`src/rtl/hc_pkg.sv`:
```
// Shared types for the discharge hiccup controller.
package hc_pkg;
    // Switch control state: under-voltage off, switch on, recovery off.
    typedef enum logic [1:0] {
        S_UV    = 2'd0,
        S_ON    = 2'd1,
        S_RECOV = 2'd2
    } hc_state_t;
endpackage

```
`src/rtl/hc_tick_timer.sv`:
```
// Saturating tick counter.
// Counts advance pulses up to LIMIT and holds there; done is high at LIMIT.
// Assumes LIMIT >= 1. A clear wins over an advance.
module hc_tick_timer #(
    parameter int LIMIT = 4
) (
    input  logic clk,
    input  logic rst_n,
    input  logic clr,
    input  logic adv,
    output logic done
);
    localparam int CW = $clog2(LIMIT + 1);
    localparam logic [CW-1:0] LIM_V = CW'(LIMIT);

    logic [CW-1:0] cnt;

    // Count advances, saturating at the limit.
    always_ff @(posedge clk) begin
        if (!rst_n || clr) begin
            cnt <= '0;
        end else if (adv && cnt != LIM_V) begin
            cnt <= cnt + 1'b1;
        end
    end

    assign done = (cnt == LIM_V);

    // A clear leaves the timer not done in the next cycle (count restart).
    assert_clear_R5: assert property (@(posedge clk) disable iff (!rst_n)
        clr |=> !done);
endmodule

```
`src/rtl/hc_batt_qual.sv`:
```
// Battery presence qualifier.
// Raises rail_en once batt_ok has been high for QUAL_TICKS ticks in a row.
// Drops it as soon as batt_ok falls.
// Assumes batt_ok is already synchronous to clk.
module hc_batt_qual #(
    parameter int QUAL_TICKS = 4
) (
    input  logic clk,
    input  logic rst_n,
    input  logic tick,
    input  logic batt_ok,
    output logic rail_en
);
    hc_tick_timer #(.LIMIT(QUAL_TICKS)) u_qual_tmr (
        .clk  (clk),
        .rst_n(rst_n),
        .clr  (!batt_ok),
        .adv  (tick),
        .done (rail_en)
    );

    // Battery loss removes the rail start in the next cycle.
    assert_rail_drop_R3: assert property (@(posedge clk) disable iff (!rst_n)
        !batt_ok |=> !rail_en);
endmodule

```
`src/rtl/hc_hiccup_fsm.sv`:
```
// Discharge switch hiccup state machine.
// Qualifies the current limit over TRIP_TICKS consecutive ticks.
// On a trip it holds the switch off for OFF_TICKS ticks, then retries.
// It keeps the fault flag until a clean TRIP_TICKS window passes with the switch on.
// Battery undervoltage forces the switch off and blocks retries.
// Assumes all inputs are synchronous to clk and tick is one clock wide.
module hc_hiccup_fsm
    import hc_pkg::*;
#(
    parameter int TRIP_TICKS = 3,
    parameter int OFF_TICKS  = 5
) (
    input  logic clk,
    input  logic rst_n,
    input  logic tick,
    input  logic batt_ok,
    input  logic ilim,
    output logic sw_en,
    output logic fault
);
    hc_state_t state, state_nx;
    logic      trip_done;
    logic      off_done;
    logic      clean_done;
    logic      in_on;

    assign in_on = (state == S_ON);

    // Consecutive current-limit ticks while on; any low clock restarts it.
    hc_tick_timer #(.LIMIT(TRIP_TICKS)) u_trip_tmr (
        .clk  (clk),
        .rst_n(rst_n),
        .clr  (!in_on || !ilim),
        .adv  (tick && ilim),
        .done (trip_done)
    );

    // Recovery off period.
    hc_tick_timer #(.LIMIT(OFF_TICKS)) u_off_tmr (
        .clk  (clk),
        .rst_n(rst_n),
        .clr  (state != S_RECOV),
        .adv  (tick),
        .done (off_done)
    );

    // Consecutive clean ticks while on, used to release the fault.
    hc_tick_timer #(.LIMIT(TRIP_TICKS)) u_clean_tmr (
        .clk  (clk),
        .rst_n(rst_n),
        .clr  (!in_on || ilim),
        .adv  (tick && !ilim),
        .done (clean_done)
    );

    // Next-state selection; undervoltage takes priority over everything.
    always_comb begin
        state_nx = state;
        if (!batt_ok) begin
            state_nx = S_UV;
        end else begin
            case (state)
                S_UV:    state_nx = S_ON;
                S_ON:    if (trip_done) state_nx = S_RECOV;
                S_RECOV: if (off_done)  state_nx = S_ON;
                default: state_nx = S_UV;
            endcase
        end
    end

    // State register.
    always_ff @(posedge clk) begin
        if (!rst_n) begin
            state <= S_UV;
        end else begin
            state <= state_nx;
        end
    end

    // Fault flag: set on a trip, cleared by a clean on-window.
    always_ff @(posedge clk) begin
        if (!rst_n) begin
            fault <= 1'b0;
        end else if (in_on && batt_ok && trip_done) begin
            fault <= 1'b1;
        end else if (in_on && batt_ok && clean_done) begin
            fault <= 1'b0;
        end
    end

    assign sw_en = in_on;

    // Undervoltage opens the switch one clock later.
    assert_uv_off_R9: assert property (@(posedge clk) disable iff (!rst_n)
        !batt_ok |=> !sw_en);

    // A qualified trip opens the switch and flags the fault.
    assert_trip_R4: assert property (@(posedge clk) disable iff (!rst_n)
        (in_on && batt_ok && trip_done) |=> (fault && !sw_en));

    // The switch stays open until the recovery period has run out.
    assert_hold_off_R6: assert property (@(posedge clk) disable iff (!rst_n)
        (state == S_RECOV && !off_done) |=> !sw_en);

    // The fault is only released while the switch is on.
    assert_fault_clear_R8: assert property (@(posedge clk) disable iff (!rst_n)
        $fell(fault) |-> sw_en);
endmodule

```
`src/rtl/dsg_hiccup_ctrl.sv`:
```
// Battery discharge short-circuit hiccup controller, top level.
// Combines the battery qualifier, which gates the rail start, with the hiccup
// state machine, which drives the switch and the fault flag.
// Periods are in timebase ticks: with a 10 us tick the defaults give a
// 100 us rail qualification, a 250 us trip window and a 2 s recovery.
module dsg_hiccup_ctrl #(
    parameter int QUAL_TICKS = 10,
    parameter int TRIP_TICKS = 25,
    parameter int OFF_TICKS  = 200000
) (
    input  logic clk,
    input  logic rst_n,
    input  logic tick,
    input  logic batt_ok,
    input  logic ilim,
    output logic sw_en,
    output logic rail_en,
    output logic fault
);
    hc_batt_qual #(.QUAL_TICKS(QUAL_TICKS)) u_qual (
        .clk    (clk),
        .rst_n  (rst_n),
        .tick   (tick),
        .batt_ok(batt_ok),
        .rail_en(rail_en)
    );

    hc_hiccup_fsm #(.TRIP_TICKS(TRIP_TICKS), .OFF_TICKS(OFF_TICKS)) u_fsm (
        .clk    (clk),
        .rst_n  (rst_n),
        .tick   (tick),
        .batt_ok(batt_ok),
        .ilim   (ilim),
        .sw_en  (sw_en),
        .fault  (fault)
    );

    // Outputs are all low right after reset.
    assert_reset_R1: assert property (@(posedge clk)
        !rst_n |=> (!sw_en && !rail_en && !fault));
endmodule

```
`config.mk`:
```
export PLATFORM = sky130hd
export DESIGN_NAME = dsg_hiccup_ctrl
export DESIGN_NICKNAME = d
export VERILOG_FILES = /design/src/rtl/hc_pkg.sv /design/src/rtl/hc_tick_timer.sv /design/src/rtl/hc_batt_qual.sv /design/src/rtl/hc_hiccup_fsm.sv /design/src/rtl/dsg_hiccup_ctrl.sv
export SDC_FILE = /design/constraint.sdc
export NUM_CORES = 1
export LEC_CHECK = 0
export BUFFER_PORTS_ARGS = -buffer_cell sky130_fd_sc_hd__buf_2
export CAP_MARGIN = 40
export CORE_MARGIN = 1.5
export CORE_UTILIZATION = 45
export DETAILED_ROUTE_END_ITERATION = 7
export PLACE_DENSITY_LB_ADDON = 0.08
export RECOVER_POWER = 50
export REMOVE_ABC_BUFFERS = 1
export SYNTH_ARGS = -nofsm -noshare
export SYNTH_HDL_FRONTEND = slang
export SYNTH_HIERARCHICAL = 1
export SYNTH_SLANG_ARGS = --single-unit
```
`constraint.sdc`:
```
create_clock -name clk -period 3.1 [get_ports clk]
set_input_delay 0.155 -clock clk [delete_from_list [all_inputs] [get_ports clk]]
set_output_delay 0.155 -clock clk [all_outputs]
set_load 0.005 [all_outputs]
```
; ---- Word-level counts from Yosys, hierarchy flattened
; Cells that the tools add are included.
[totals]
regBits = 35
out_inout_bits = 3
elab_cells = 51
inputBits = 5
[classes]
n_eq_ne = 13
n_mux = 5
addsub = 4
n_reduce_logical = 23
[op_table]
columns = operator, n
row1 = 18-bit by 1-bit adder with 18-bit output (second input constant), 1
row2 = 18-bit == test (second input constant), 1
row3 = 18-bit inequality test (second input constant), 1
row4 = 5-bit by 1-bit adder with 5-bit output (second input constant), 2
row5 = 5-bit == test (second input constant), 2
row6 = 5-bit inequality test (second input constant), 2
row7 = 1-bit logical AND, 9
row8 = 1-bit logical OR, 6
row9 = 2-bit case mux with 3 select lines, 1
row10 = 4-bit by 1-bit adder with 4-bit output (second input constant), 1
row11 = 4-bit == test (second input constant), 1
row12 = 1-bit zero test, 4
row13 = 2-bit 2-to-1 mux, 2
row14 = 2-bit by 1-bit inequality test with 1-bit output (second input constant), 2
row15 = 4-bit inequality test (second input constant), 1
row16 = 2-bit AND reduction, 2
row17 = 2-bit by 1-bit == test with 1-bit output (second input constant), 1
row18 = 2-bit == test (second input constant), 1
row19 = 2-bit zero test, 1
row20 = 1-bit 2-to-1 mux, 2
row21 = 2-bit inequality test (second input constant), 1
row22 = 2-bit nonzero test, 1

; ---- Logic depth before layout (Yosys ltp)
; Gate-level depths: netlist of the first run.
[logic_depth]
depth_word = 5
ltp_mapped = 8
mapped_depth_nobuf = 8

; ---- Hierarchy
; The synthesis of the first run kept the hierarchy.
[modules_own_cells]
columns = module, cells_each, n_inst, area_per_inst_um2, seq_area_each_um2
row1 = hc_tick_timer (u_fsm.u_off_tmr), 108, 1, 889.6, 360.3
row2 = hc_tick_timer (u_fsm.u_clean_tmr ...), 27, 2, 255.2, 100.1
row3 = hc_tick_timer (u_qual.u_qual_tmr), 23, 1, 219.0, 80.1
row4 = hc_hiccup_fsm, 19, 1, 158.9, 60.1
row5 = hc_batt_qual, 1, 1, 3.8, 0.0

; ---- Worst setup path after synthesis of the first run
; Ideal clock, no wire load.
[synth_timing]
path_type = reg2reg
start = register u_fsm.u_off_tmr.cnt[0]
end = register u_fsm.u_off_tmr.cnt[12]
setup_slack_ns = 1.556
period_less_slack_ns = 1.544
t_arrival_ns = 1.485
path_buffers = 0
setup_ns = 0.059
required_time_ns = 3.041
path_stages_with_launch = 8
path_cell_list = dfxtp_1 -> inv_1 -> ha_1 -> nor2b_1 -> nand4_1 -> o21ai_2 -> or4_1 -> nand2_1
[synth_via]
elab_chain_len = 2
elab_cells_between_ends = 3
cone_classes = 1 x add/sub / 1 x eq/ne / 1 x reduce/logical
[synth_lines]
columns = element, line_no
row1 = "start, declared", hc_tick_timer.sv:16  ; logic [CW-1:0] cnt;
row2 = "start signal, assigned", hc_tick_timer.sv:23  ; cnt <= cnt + 1'b1;
row3 = "parallel branches: the longest is 2 deep, another holds 18-bit by 1-bit adder with 18-bit output", n/a
; Several ways; the timed one is not identified.
; A chain may end at the register's enable or synchronous reset.

; ---- Worst setup path in the final report of the first run
[layout_timing]
start = register u_fsm.u_off_tmr.cnt[2]
end = register u_fsm.state[0]
[layout_via]
elab_chain_len = 3
[layout_lines]
columns = element, line_no
row1 = 18-bit == test, hc_tick_timer.sv:27  ; assign done = (cnt == LIM_V);
row2 = net u_fsm.off_done, hc_hiccup_fsm.sv:23  ; logic off_done;
row3 = 2-bit by 1-bit inequality test with 1-bit output (no line), n/a
row4 = 2-bit AND reduction (no line), n/a
row5 = "end signal, assigned", hc_hiccup_fsm.sv:76  ; state <= state_nx;
row6 = "end, declared", hc_hiccup_fsm.sv:21  ; hc_state_t state, state_nx;
; The timed path passes the listed nets, and every way through them passes these cells.

==> results of run 1 <==
synth_stat cells, types with 2 or more instances:
cell and instances:
nand4b_4 2, dfxtp_1 35, or3_1 6, nand2_1 20, inv_1 12, nor4_1 5, or4_1 2, xor2_1 13
clkbuf_1 2, nand2b_1 4, and3_2 3, nand4_1 12, nand3_1 3, nor3_1 9, nor4b_1 2, nor2_1 22
xnor2_1 7, inv_2 2, o21ai_0 5, nor2b_1 3, a21oi_1 9, ha_1 8, o211ai_1 3
stage by stage:
| step | setup WS, ns | instances | cell area, um^2 |
|---|---|---|---|
| after global placement | 1.27 | 257 | 1860 |
| after floorplan | 1.56 | 202 | 1770 |
| after global routing | 1.06 | 265 | 1960 |
| after detailed placement | 1.32 | 257 | 1860 |
| final | 1.29 | 265 | 1960 |
| after CTS | 1.32 | 265 | 2000 |
placed cells by master (no fill, tap or decap), drive strengths merged, types with 2 or more instances in the layout:
| cell | n |
|---|---|
| dfxtp | 35 |
| nor2 | 22 |
| nand2 | 20 |
| inv | 14 |
| xor2 | 13 |
| nand4 | 12 |
| a21oi | 10 |
| nor3 | 9 |
| ha | 8 |
| xnor2 | 7 |
| buf | 6 |
| or3 | 6 |
| clkbuf | 6 |
| o21ai | 6 |
| nor4 | 5 |
| nor2b | 4 |
| nand2b | 4 |
| and3 | 4 |
| o211ai | 3 |
| nand3 | 3 |
| bufinv | 2 |
| nor4b | 2 |
| or4 | 2 |
| nand4b | 2 |
power by group through the flow:
stage	registers [mW]	clock network [mW]	logic, mW
2_1_floorplan	0.464	0	0.0181
3_3_place_gp	0.464	0	0.0287
3_5_place_dp	0.464	0	0.0300
4_1_cts	0.454	0.503	0.0302
5_1_grt	0.454	0.520	0.0327
6_report	0.454	0.490	0.0288
critical path: cells and delay by family, from the launching register on:
kind | cells | cell delay, ns
DFF | 1 | 0.36
and+or+nand+nor | 5 | 1.22
AOI/OAI and AO/OA | 1 | 0.19
final timing paths:
path	startpoint	endpoint	slack [ns]
max reg2reg	u_fsm/u_off_tmr/cnt[2]	u_fsm/state[0]	1.29
max	u_fsm/u_off_tmr/cnt[2]	u_fsm/state[0]	1.29
min reg2reg	u_qual/u_qual_tmr/cnt[2]	u_qual/u_qual_tmr/cnt[2]	0.50
min	batt_ok	u_fsm/state[0]	0.15
kinds of logic (layout without fill, tap and decap cells):
group | Yosys count | in the layout | synth area share [%]
compound gates | 24 | 24 | 8.50
xor+xnor | 20 | 20 | 9.83
fa+ha+maj | 8 | 8 | 5.62
buf+inv | 17 | 29 | 3.65
flops | 35 | 35 | 39.3
mux | 1 | 1 | 0.562
simple gates | 100 | 100 | 32.5
routing by layer:
layer	vias up	routed length, um	part of all wire, %	GRT usage, %
met5	-	0	0	0
met4	0	40	1.2	7.03
met3	5	153	4.5	5.11
met2	29	1600	47	31.9
met1	677	1600	47	22.3
li1	732	-	-	-
sequential cells by signal, summed over array words and instances, names as in the netlist:
register,cells
u_fsm/u_off_tmr/cnt,18
u_qual/u_qual_tmr/cnt,4
u_fsm/u_clean_tmr/cnt,5
u_fsm/u_trip_tmr/cnt,5
u_fsm/state,2
u_fsm/fault,1
area by class of cell:
| type | count | area share, % |
|---|---|---|
| repair buffers | 7 | 1.72 |
| multi-input cells | 153 | 49.9 |
| inverters | 14 | 2.68 |
| clock inverters | 3 | 3.44 |
| clock buffers | 5 | 3.50 |
| flip-flops and latches | 35 | 35.7 |
| well taps | 48 | 3.06 |
==> flow_summary.json, run 1 <==
{
  "internal_power_mw": 0.783,
  "fin_nets": 229,
  "n_antenna_cell": 0,
  "routabilityCongestion": 0.835,
  "power_mw": 0.972,
  "slew_viol_final": 0,
  "htree_num_levels": 2,
  "crit_arrival_ns": 2.04,
  "min_path_cells": 3,
  "max_freq_mhz": 553,
  "syn_to_final_growth_pct": 10.3,
  "fill_cells": 369,
  "clock_skew_ns": 0.00930,
  "p_per_area_mw_per_mm2": 495,
  "drt_iter0_markers": 77,
  "power_switching_share_pct": 19.4,
  "synth_top_cell_area_share_pct": 39.3,
  "netlist_top_cells_area": "dfxtp_1, xor2_1, ha_1",
  "drtPass1Iterations": 4,
  "rows": 22,
  "core_mm2": 0.00374,
  "hpwl_um": 2460,
  "hold_buffers": 0,
  "wire_per_inst_um": 12.8,
  "ys_ff_latch": 35,
  "cts_root_buffer": "clkbuf_8",
  "tightest_slew_ns": 0.698,
  "outcome": "finished clean",
  "worst_skew_pair.late_latency_ns": 0.29,
  "cp.required_ns": 3.33,
  "start_kind": "register",
  "synthFlopType": "dfxtp_1",
  "min_period_ns": 1.81,
  "finalCritPeriodShare_pct": 58.3,
  "fp.dieH_um": 65.9,
  "grt_first_pass_wirelength_um": 6240,
  "leakage_nw": 0.732,
  "maxCapViolations": 0,
  "synth_edf_count": 0,
  "reg2regPathDepth": 6,
  "via_per_inst": 5.45,
  "io_buffers": 7,
  "multiInputGateArea_um2": 981,
  "avgSynthCellArea_um2": 8.69,
  "critical-path-slowest-cell": "nor4b_1",
  "cp_max_fo": 6,
  "ant_nets": 0,
  "syn_area_mm2": 0.00178,
  "slew-limit-headroom_pct": 53.4,
  "switchingPower_mw": 0.189,
  "synth_top_cell_by_area": "dfxtp_1",
  "clk_pin_slew_ns": 0.08,
  "clkPwrFrac_pct": 50.4,
  "seqPwrFrac_pct": 46.7,
  "pwr-share-comb_pct": 3.0,
  "gr-total-overflow": 0,
  "setup_tns_ns": 0,
  "start_util_pct": 47.6,
  "clkSinkCount": 35,
  "area.sequential_um2": 701,
  "clk_path_buf_depth": 2,
  "track_usage_pct": 18.7,
  "cts_resized": 0,
  "hp-class": "in -> reg",
  "finalWirelength_um": 3400,
  "num_io_pins": 8,
  "async_flop_share_pct": 0,
  "yosysSeqAreaShare_pct": 39.3,
  "peakVddDrop_v": 0.000301,
  "hold-worst-slack_ns": 0.147,
  "cts_tree": "built",
  "cts_setup_buffers": 0,
  "grt_pass1_vias": 1451,
  "synth_cells": 205,
  "cp_cell_sequence": "nor4b_1 > nand4_1 > nor4b_1 > nor2b_1 > o22a_1 > nor2_1",
  "remaining_drc_errors": 0,
  "die_area_mm2": 0.00435,
  "die_w_um": 65.9,
  "drive_gt1_share_pct": 10.1,
  "setup_viol_count_final": 0,
  "cts_buffers": 5,
  "hold_viol": 0,
  "synth_cell_types": 39,
  "synth_warnings": 6,
  "antenna_found_initial": 0,
  "grt_max_degree": 20,
  "critPathMaxStageDelay_ns": 0.44,
  "critPathMostFrequentCell": "nor4b_1",
  "fin_util_pct": 52.5,
  "path_class": "reg -> reg",
  "rsz0062_at_grt": "no",
  "vias": 1443,
  "crit_path_end_kind": "register"
}
Power figures use the tool's default switching activity.
==> run 2, diff against run 1 <==
Clock period 3.1 ns to 1.6 ns, I/O delays scaled along.
==> run 2 against run 1 <==
  * The run now ends with setup timing left
  * Clock-buffer cell count grew 1
  * Design area grew 16%
  * Die area is the same
  * Non-clock buffer count grew 28
  * Global-route usage grew 2.3 points
  * Setup slack lost 1.4 ns
  * Fmax grew 8.8%
  * Power grew 82%
  * Critical path type unchanged
==> flow_summary.json, run 2 (synthesis gave the netlist of run 1 again) <==
{
  "cts_tree": "built",
  "fp.dieH_um": 65.9,
  "drive_gt1_share_pct": 28.6,
  "peakVddDrop_v": 0.000573,
  "holdCritStartpoint": "batt_ok",
  "rows": 22,
  "reg_top3": "u_fsm/u_off_tmr/cnt: 18 flops, u_fsm/u_clean_tmr/cnt: 5 flops, u_fsm/u_trip_tmr/cnt: 5 flops",
  "wire_per_inst_um": 14.0,
  "clkSinkCount": 35,
  "setup_tns_ns": -0.0757,
  "n_antenna_cell": 0,
  "grt_pass1_vias": 1552,
  "clock_skew_ns": 0.00499,
  "p_per_area_mw_per_mm2": 781,
  "track_usage_pct": 21.0,
  "clk_path_buf_depth": 2,
  "crit_arrival_ns": 1.90,
  "via_per_inst": 5.33,
  "hpwl_um": 2780,
  "outcome": "complete, but fails checks",
  "cp_max_fo": 4,
  "drt_iter0_markers": 68,
  "drtPass1Iterations": 4,
  "num_io_pins": 8,
  "cts_root_buffer": "clkbuf_8",
  "place_area_mm2": 0.00204,
  "die_w_um": 65.9,
  "htree_num_levels": 2,
  "tightest_slew_ns": 0.389,
  "routabilityCongestion": 0.901,
  "slew-limit-headroom_pct": 74.0,
  "slew_viol_final": 0,
  "grt_first_pass_wirelength_um": 6930,
  "maxCapViolations": 0,
  "fin_nets": 257,
  "max_freq_mhz": 602,
  "min_period_ns": 1.66,
  "clk_pin_slew_ns": 0.07,
  "cp.required_ns": 1.84,
  "violations": "setup timing",
  "min_path_cells": 3,
  "rsz0062_at_grt": "yes",
  "start_util_pct": 47.6,
  "syn_to_final_growth_pct": 27.4,
  "io_buffers": 7,
  "ant_nets": 0,
  "die_area_mm2": 0.00435,
  "cts_buffers": 5,
  "path_class": "reg -> reg",
  "power_mw": 1.77,
  "worst_skew_pair.late_latency_ns": 0.29,
  "regMostFlops": "u_fsm/u_off_tmr/cnt",
  "vias": 1561,
  "setup_viol_count_final": 2,
  "r2r_setup_slack_ns": -0.06,
  "r2r-start": "u_fsm/u_off_tmr/cnt[0]",
  "layout_common_cells": "dfxtp_1, buf_4, nor2_1, nand2_1, xor2_1",
  "worst_slack_ns": -0.0617,
  "r2r-end": "u_fsm/u_off_tmr/cnt[12]",
  "hp-class": "in -> reg",
  "core_mm2": 0.00374,
  "remaining_drc_errors": 0,
  "start_kind": "register",
  "startpoint": "u_fsm/u_off_tmr/cnt[0]",
  "finalWirelength_um": 4100,
  "pre_cts_ws_ns": -0.0920,
  "final_common_cell": "dfxtp_1",
  "stdcell_area_mm2": 0.00227,
  "reg2regPathDepth": 8,
  "crit_path_end_kind": "register",
  "gr-total-overflow": 0,
  "grt_max_degree": 19,
  "largest_reg_flops": 18,
  "finalCritPeriodShare_pct": 104,
  "antenna_found_initial": 0,
  "leakage_nw": 0.937,
  "fill_cells": 342,
  "hold_viol": 0,
  "hold_path_end": "u_fsm/state[0]"
}
==> run 2: changes by cell type in the layout (fill, tap and decap cells not counted), sizes merged <==
cell      previous run  this run
clkinvlp             1         0
bufinv               2         1
buf                  6        34
clkinv               0         1
clkbuf               6         7
==> run 2: critical path, cell delays in order, from the launching register on <==
cell	delay, ns
dfxtp_4	0.38
inv_4	0.04
ha_4	0.14
nor2b_4	0.11
nand4_1	0.12
buf_4	0.15
o21ai_4	0.07
or4_1	0.52
nand2_1	0.07
==> run 2: worst max path at each step <==
stage                                    to  slack (ns)  cells past startpoint
global placement             u_fsm/state[0]       -0.06                      6
finish              u_fsm/u_off_tmr/cnt[12]       -0.06                      8
CTS                  u_fsm/u_off_tmr/cnt[1]       -0.02                      5
detailed placement           u_fsm/state[1]       -0.09                      8
global route        u_fsm/u_off_tmr/cnt[12]       -0.13                      8
floorplan           u_fsm/u_off_tmr/cnt[12]        0.06                      7
==> run 2: timing repair <==
action / in CTS / in global routing
buffers inserted: 0 / 4
hold buffers: 0 / 0
pin swaps: 2 / 6
gates resized for setup: 7 / 18
setup endpoints to repair: 5 / 8
==> run 2: power breakdown <==
group | internal, mW | leakage, nW | switching (mW)
Sequential | 0.872 | 0.286 | 0.00416
Clock | 0.504 | 0.0612 | 0.330
Combinational | 0.0265 | 0.590 | 0.0365
==> run 2: area by class of cell <==
cell class | count | area (um^2) | area share, %
tap | 48 | 60.1 | 2.65
inverter | 14 | 55.1 | 2.43
multi-input combinational | 153 | 1080 | 47.6
clock buffer | 6 | 82.6 | 3.64
sequential | 35 | 713 | 31.4
timing repair buffer | 35 | 244 | 10.7
clock inverter | 2 | 35.0 | 1.54
==> run 2: stage by stage <==
| stage | util (%) | hold slack (ns) | instances |
|---|---|---|---|
| after floorplan | - | 0.221 | 202 |
| final | 60.6 | 0.0672 | 293 |
| after global placement | 54.6 | 0.361 | 281 |
| after detailed placement | 54.6 | 0.373 | 281 |
| after CTS | 58.2 | 0.0667 | 289 |
| after global routing | 60.6 | 0.0720 | 293 |
==> run 2: layer usage <==
| metal | global-route usage (%) | share of wire (%) | vias to the layer above |
|---|---|---|---|
| li1 | - | - | 792 |
| met1 | 25.5 | 45 | 736 |
| met2 | 35.9 | 51 | 28 |
| met3 | 6.13 | 3.6 | 5 |
| met4 | 6.25 | 1.1 | 0 |
| met5 | 0 | 0 | - |
